File: config.mk
export PLATFORM = sky130hd
export DESIGN_NAME = gpio_cpu_irq_router
export DESIGN_NICKNAME = d
export VERILOG_FILES = /design/src/rtl/gcr_pkg.sv /design/src/rtl/gcr_addr_decode.sv /design/src/rtl/gcr_mask_bank.sv /design/src/rtl/gcr_irq_reduce.sv /design/src/rtl/gpio_cpu_irq_router.sv
export SDC_FILE = /design/constraint.sdc
export NUM_CORES = 1
export LEC_CHECK = 0
export CAP_MARGIN = 20
export CORE_MARGIN = 5
export CORE_UTILIZATION = 48
export CTS_BUF_LIST = sky130_fd_sc_hd__clkbuf_16
export CTS_CLUSTER_SIZE = 8
export DETAILED_ROUTE_END_ITERATION = 12
export PLACE_DENSITY = 0.76
export SLEW_MARGIN = 20
export SYNTH_ARGS = -nofsm -noshare
export SYNTH_HDL_FRONTEND = slang
export SYNTH_SLANG_ARGS = --single-unit
File: constraint.sdc
create_clock -name clk -period 2.8 [get_ports clk]
set_clock_uncertainty 0.05 [all_clocks]
set_input_delay 0.84 -clock clk [delete_from_list [all_inputs] [get_ports clk]]
set_output_delay 0.84 -clock clk [all_outputs]
set_load 0.01 [all_outputs]
File: src/rtl/gcr_pkg.sv
package gcr_pkg;
    localparam int PORTS      = 4;
    localparam int PORT_PINS  = 8;
    localparam int BANK_PINS  = PORTS * PORT_PINS;
    localparam int LANE_W     = $clog2(PORTS);

    typedef logic [PORT_PINS-1:0] mask_byte_t;
    typedef logic [LANE_W-1:0]    port_idx_t;

    typedef struct packed {
        logic      hit;
        port_idx_t port;
    } slot_t;

    // Byte lane inside a processor's group maps to a port index.
    function automatic port_idx_t lane_to_port(input port_idx_t lane, input logic rev);
        return rev ? port_idx_t'(PORTS - 1) - lane : lane;
    endfunction
endpackage

File: src/rtl/gcr_addr_decode.sv
module gcr_addr_decode
    import gcr_pkg::*;
#(
    parameter int NUM_CPUS = 2,
    parameter int ADDR_W   = 4,
    parameter bit REVERSED = 1'b0,
    localparam int CPU_W   = ADDR_W - LANE_W
) (
    input  logic [ADDR_W-1:0] addr,
    output logic [CPU_W-1:0]  cpu_sel,
    output slot_t             slot
);
    port_idx_t lane;

    always_comb begin
        lane      = addr[LANE_W-1:0];
        cpu_sel   = addr[ADDR_W-1:LANE_W];
        slot.port = lane_to_port(lane, REVERSED);
        slot.hit  = int'(cpu_sel) < NUM_CPUS;
    end
endmodule

File: src/rtl/gcr_mask_bank.sv
module gcr_mask_bank
    import gcr_pkg::*;
#(
    parameter int NUM_CPUS = 2,
    parameter int CPU_W    = 2
) (
    input  logic                          clk,
    input  logic                          rst,
    input  logic                          wr_en,
    input  logic [CPU_W-1:0]              cpu_sel,
    input  slot_t                         slot,
    input  mask_byte_t                    wr_data,
    output mask_byte_t                    rd_data,
    output logic [NUM_CPUS*BANK_PINS-1:0] mask_flat
);
    for (genvar c = 0; c < NUM_CPUS; c++) begin : g_cpu
        for (genvar p = 0; p < PORTS; p++) begin : g_port
            mask_byte_t byte_q;
            logic       sel;

            assign sel = slot.hit && (cpu_sel == CPU_W'(c)) && (slot.port == port_idx_t'(p));

            always_ff @(posedge clk) begin
                if (rst) begin
                    byte_q <= '1;
                end else if (wr_en && sel) begin
                    byte_q <= wr_data;
                end
            end

            assign mask_flat[c*BANK_PINS + p*PORT_PINS +: PORT_PINS] = byte_q;
        end
    end

    always_comb begin
        rd_data = '0;
        for (int c = 0; c < NUM_CPUS; c++) begin
            for (int p = 0; p < PORTS; p++) begin
                if (slot.hit && cpu_sel == CPU_W'(c) && slot.port == port_idx_t'(p)) begin
                    rd_data = mask_flat[c*BANK_PINS + p*PORT_PINS +: PORT_PINS];
                end
            end
        end
    end
endmodule

File: src/rtl/gcr_irq_reduce.sv
module gcr_irq_reduce
    import gcr_pkg::*;
#(
    parameter int NUM_CPUS = 2
) (
    input  logic                          clk,
    input  logic                          rst,
    input  logic [BANK_PINS-1:0]          pin_status,
    input  logic [NUM_CPUS*BANK_PINS-1:0] mask_flat,
    output logic [NUM_CPUS-1:0]           cpu_irq
);
    for (genvar c = 0; c < NUM_CPUS; c++) begin : g_cpu
        logic [BANK_PINS-1:0] gated;

        assign gated = pin_status & mask_flat[c*BANK_PINS +: BANK_PINS];

        always_ff @(posedge clk) begin
            if (rst) begin
                cpu_irq[c] <= 1'b0;
            end else begin
                cpu_irq[c] <= |gated;
            end
        end
    end
endmodule

File: src/rtl/gpio_cpu_irq_router.sv
module gpio_cpu_irq_router
    import gcr_pkg::*;
#(
    parameter int NUM_CPUS = 2,
    parameter int ADDR_W   = 4,
    parameter bit REVERSED = 1'b0
) (
    input  logic                 clk,
    input  logic                 rst,
    input  logic [31:0]          pin_status,
    input  logic                 wr_en,
    input  logic [ADDR_W-1:0]    acc_addr,
    input  logic [7:0]           wr_data,
    output logic [7:0]           rd_data,
    output logic [NUM_CPUS-1:0]  cpu_irq
);
    localparam int CPU_W = ADDR_W - LANE_W;

    logic [CPU_W-1:0]              cpu_sel;
    slot_t                         slot;
    logic [NUM_CPUS*BANK_PINS-1:0] mask_flat;

    gcr_addr_decode #(
        .NUM_CPUS (NUM_CPUS),
        .ADDR_W   (ADDR_W),
        .REVERSED (REVERSED)
    ) u_dec (
        .addr    (acc_addr),
        .cpu_sel (cpu_sel),
        .slot    (slot)
    );

    gcr_mask_bank #(
        .NUM_CPUS (NUM_CPUS),
        .CPU_W    (CPU_W)
    ) u_bank (
        .clk       (clk),
        .rst       (rst),
        .wr_en     (wr_en),
        .cpu_sel   (cpu_sel),
        .slot      (slot),
        .wr_data   (wr_data),
        .rd_data   (rd_data),
        .mask_flat (mask_flat)
    );

    gcr_irq_reduce #(
        .NUM_CPUS (NUM_CPUS)
    ) u_red (
        .clk        (clk),
        .rst        (rst),
        .pin_status (pin_status),
        .mask_flat  (mask_flat),
        .cpu_irq    (cpu_irq)
    );
endmodule

# --- After elaboration in Yosys (flattened, before gate mapping) ---
# Cells that the tools add are included.
word_totals:
  register_bits: 66
  input_bits: 47
  output_inout_bits: 10
classes:
  muxes: 8
  n_reduce_logical: 22
  n_eq_ne: 4
  order_cmp: 1
  bitwise: 2
op_table:
  columns: ["operator", "n"]
  rows:
  - ["$and A32 B32 Y32", 2]
  - ["$mux W8", 8]
  - ["$reduce_or A32 Y1", 2]
  - ["$logic_and A1 B1 Y1", 18]
  - ["$eq A2 B1 Y1 const B", 2]
  - ["$eq A2 B2 Y1 const B", 2]
  - ["$logic_not A2 Y1", 2]
  - ["$lt A2 B2 Y1 const B", 1]

# --- Logic depth before layout (Yosys ltp) ---
logic_depth:
  ltp_word: 11
  mapped_depth: 6
  ltp_nobuf: 3

# --- By module ---
# A second synthesis with hierarchy kept.
unflattened:
  hier_cells: 375
  area_unflattened_um2: 3348.2
modules_own_cells:
  columns: ["mod", "area_per_inst_um2", "n_inst", "seq_area_each_um2", "cells_per_inst"]
  rows:
  - ["gcr_mask_bank", 2957.8, 1, 1281.2, 325]
  - ["gcr_irq_reduce", 356.6, 1, 40.0, 45]
  - ["gcr_addr_decode", 33.8, 1, 0.0, 5]

# --- Least setup slack after synthesis ---
# No wires, ideal clock.
synth_timing:
  path_kind: "input to output"
  startpoint: "input acc_addr[1]"
  endpoint: "output rd_data[5]"
  arrival_ns: 1.974
  stages: 5
  slack_ns: -0.064
  cell_sequence: "buf_4 buf_2 mux4_2 mux2i_1 nor2_1"
synth_via:
  elab_chain_cells: 10
  elab_cells_between_ends: 20
synth_rtl:
  columns: ["item", "line_no", "source"]
  rows:
  - ["start: declaration", "gpio_cpu_irq_router.sv:12", "input logic [ADDR_W-1:0] acc_addr,"]
  - ["$logic_not A2 Y1", "gcr_mask_bank.sv:39", "if (slot.hit && cpu_sel == CPU_W'(c) && slot.port == port_idx_t'(p)) begin"]
  - ["$logic_and A1 B1 Y1", "gcr_mask_bank.sv:39", null]
  - ["$mux W8 (7 in a row)", "gcr_mask_bank.sv:39", null]
  - ["$mux W8 *", "gcr_mask_bank.sv:39", null]
  - ["end: declaration", "gpio_cpu_irq_router.sv:14", "output logic [7:0] rd_data,"]
# Mark *: on every way between the ends. The rest lies on a longest branch, timed or not.

# --- Final worst setup path ---
# Ends and elaborated chain as after synthesis.

==> results.ini <==
[worst_setup_path]
crit_required_ns=1.91
r2r_start=u_bank.g_cpu[0].g_port[0].byte_q[1]$_SDFFE_PP1P_
start_kind=input pin
cp-end-kind=output port
cp_slowest_cell=mux4_2
path_buf_inv=3
worst_r2r_path_depth=3
crit_chain=buf_8, buf_12, mux4_2, mux2i_2, nor2_1, buf_2
critPathMaxStageDelay_ns=0.52
worstSetupPathType=input pin to output port
cp_max_fo=6
critPathArrivalTime_ns=2.01
r2r-end=u_red.cpu_irq[0]$_SDFF_PP0_
crit_family=multiplexers
crit_start=acc_addr[1]
worst-r2r-setup-slack_ns=1.39

[layout]
antenna_cells=0
drive_gt1_frac=0.204
layout.nets=429
area_growth_pct=35.8
fill_cells=522
fin_area_um2=4470
final_util=0.666

[logic_synthesis]
synth_top_area_frac=0.401
ys_seq_elements=66
synth_most_common_cell=dfxtp_1
ys_seq_area_frac=0.401
async_reset_ff_frac=0
yosys_warnings=0
synth_edf_count=0
synthTopCellsByArea=dfxtp_1 (40%), a211o_1 (17%), and3_1 (12%)
syn_nets=355
ys_top_cells_by_count=dfxtp_1 (66), a211o_1 (64), and3_1 (64), a22oi_1 (32), mux4_2 (16)
synth_area_um2=3290
syn_inst=308
synth.avg_cell_area_um2=10.7
ys_types=22
yosysTopAreaCell=dfxtp_1
ys.flop_type=dfxtp_1

[grt]
antenna_found_initial=0
grt_max_degree=41
grt_use_total=0.305
grt_pass1_vias=3306
grt_pass1_wl_um=19500
grt_overflow_total=0

[timing]
rsz0062_at_grt=yes
hold_viol=0
fin_crit_sh=1.04
relSlewSlack=0.467
maxSlewViolCount=0
fmax_ghz=0.344
worstMarginPinSlew_ns=0.800
fin_ws_ns=-0.103
final.setup.tns_ns=-0.371
fin_crit_ns=2.90
setup_viol=6

[route]
num_vias=3444
top_layer_used=met4
wl_met1_um=4890
routed_wl_um=12900
routed_via_density=7.37
wl_met3_um=1670
dr_wl_met2_um=5680
first_iter_violations=447
wl_per_cell_um=27.6
antenna_left=0
drt_first_pass_iters=5
drcViolationCount=0

[clocking]
cts_tree=yes
path_clk_slew_ns=0.05
clk_path_buf_depth=2
clock_latency_ns=0.33
numCtsBuffers=9
clockRootBuffer=clkbuf_16
cts.htree.levels=3
clkSinkCount=66

[outcome]
status=finished, violations left
violations=setup timing

[hold_path]
hold_depth=1
min_to=u_bank.g_cpu[1].g_port[2].byte_q[3]$_SDFFE_PP1P_
min_from=u_bank.g_cpu[1].g_port[2].byte_q[3]$_SDFFE_PP1P_
holdCritPathClass=flop to flop

[power_and_ir_drop]
leakagePower_nw=1.92
p_total_mw=2.48
ir_drop_mv=0.290
power_density_nw_per_um2=554

[place]
portBuffers=56
dp_hpwl_um=8650
place_congestion=1.01
post-place-ws_ns=-0.887
place_area_um2=4080

[floorplanning]
fp-row-count=30
start_util=0.490
die_w_um=92.8
coreArea_um2=6720
fp.dieArea_um2=8620
die_h_um=92.8
io_pins=57

[flow_run]
cap_viol_max_count=0

-- flip-flops by register name, summed over array words and instances, names as in the netlist --
register,cells
u_bank.g_cpu.g_port.byte_q,64
u_red.cpu_irq,2
-- power breakdown --
part / switching, mW / internal (mW) / leakage, nW / total (mW)
logic: 0.159 / 0.173 / 1.22 / 0.332
clock network: 0.397 / 0.763 / 0.162 / 1.16
registers: 0.0226 / 0.962 / 0.538 / 0.985
total: 0.579 / 1.90 / 1.92 / 2.48
-- how the worst max path moves through the flow --
stage / to / slack, ns / cells after the start
finish: rd_data[5] / -0.10 / 6
detailed placement: rd_data[5] / -0.89 / 6
global placement: rd_data[5] / -0.88 / 6
CTS: rd_data[2] / -0.07 / 7
global route: rd_data[2] / -0.14 / 7
floorplan: rd_data[5] / 0.02 / 5
-- through the flow --
step | hold WS [ns] | std cells
6_report | 0.447 | 467
5_1_grt | 0.471 | 467
4_1_cts | 0.444 | 467
3_5_place_dp | 0.432 | 444
3_3_place_gp | 0.420 | 444
2_1_floorplan | 0.403 | 308
-- metal layers --
layer  vias up  global-route usage
met5         -                   0
met4         0               0.148
met3        65              0.0804
met2       298               0.465
met1      1682               0.399
li1       1399                   -
-- layout by cell type (no fill, tap or decap) --
cell type,instances
nand2_2,3
and2b_2,1
bufinv_16,2
nor2_2,1
nand2_1,5
buf_8,4
buf_12,5
clkinv_1,1
a22oi_1,32
nor2_1,8
a211o_1,64
dfxtp_1,66
buf_2,9
nor3b_4,1
buf_6,4
mux2i_2,1
and3b_1,1
mux2i_1,7
clkdlybuf4s50_1,44
and2_1,1
and3_1,64
inv_1,5
mux4_2,16
buf_4,20
clkbuf_16,9
o41a_1,2
nor2b_4,1
buf_16,2
nand4_1,8
-- logic make-up (layout without fill, tap and decap cells) --
logic type,after synthesis,after routing,synth area share
compound gates,98,98,0.250
buf+inv,26,105,0.0388
flops,66,66,0.401
mux,24,24,0.134
simple gates,94,94,0.176
-- final cells by class --
cell class                 instances  area (µm²)  share of cell area
tap                               80         100              0.0224
multi-input combinational        216        1850               0.413
clock inverter                     7        78.8              0.0176
inverter                           1        3.75            0.000839
timing repair buffer              88         896               0.200
sequential                        66        1320               0.295
clock buffer                       9         225              0.0503
-- what timing repair did --
| item | in CTS | in global routing |
|---|---|---|
| cloned | 2 | 0 |
| pin swaps | 0 | 5 |
| endpoints found under the setup margin | 8 | 8 |
| hold buffers | 0 | 0 |
| buffers inserted | 5 | 0 |
| gates resized for setup | 59 | 2 |
| endpoints found under the hold margin | 0 | 0 |
No activity file was read; power rests on OpenSTA's default activity.
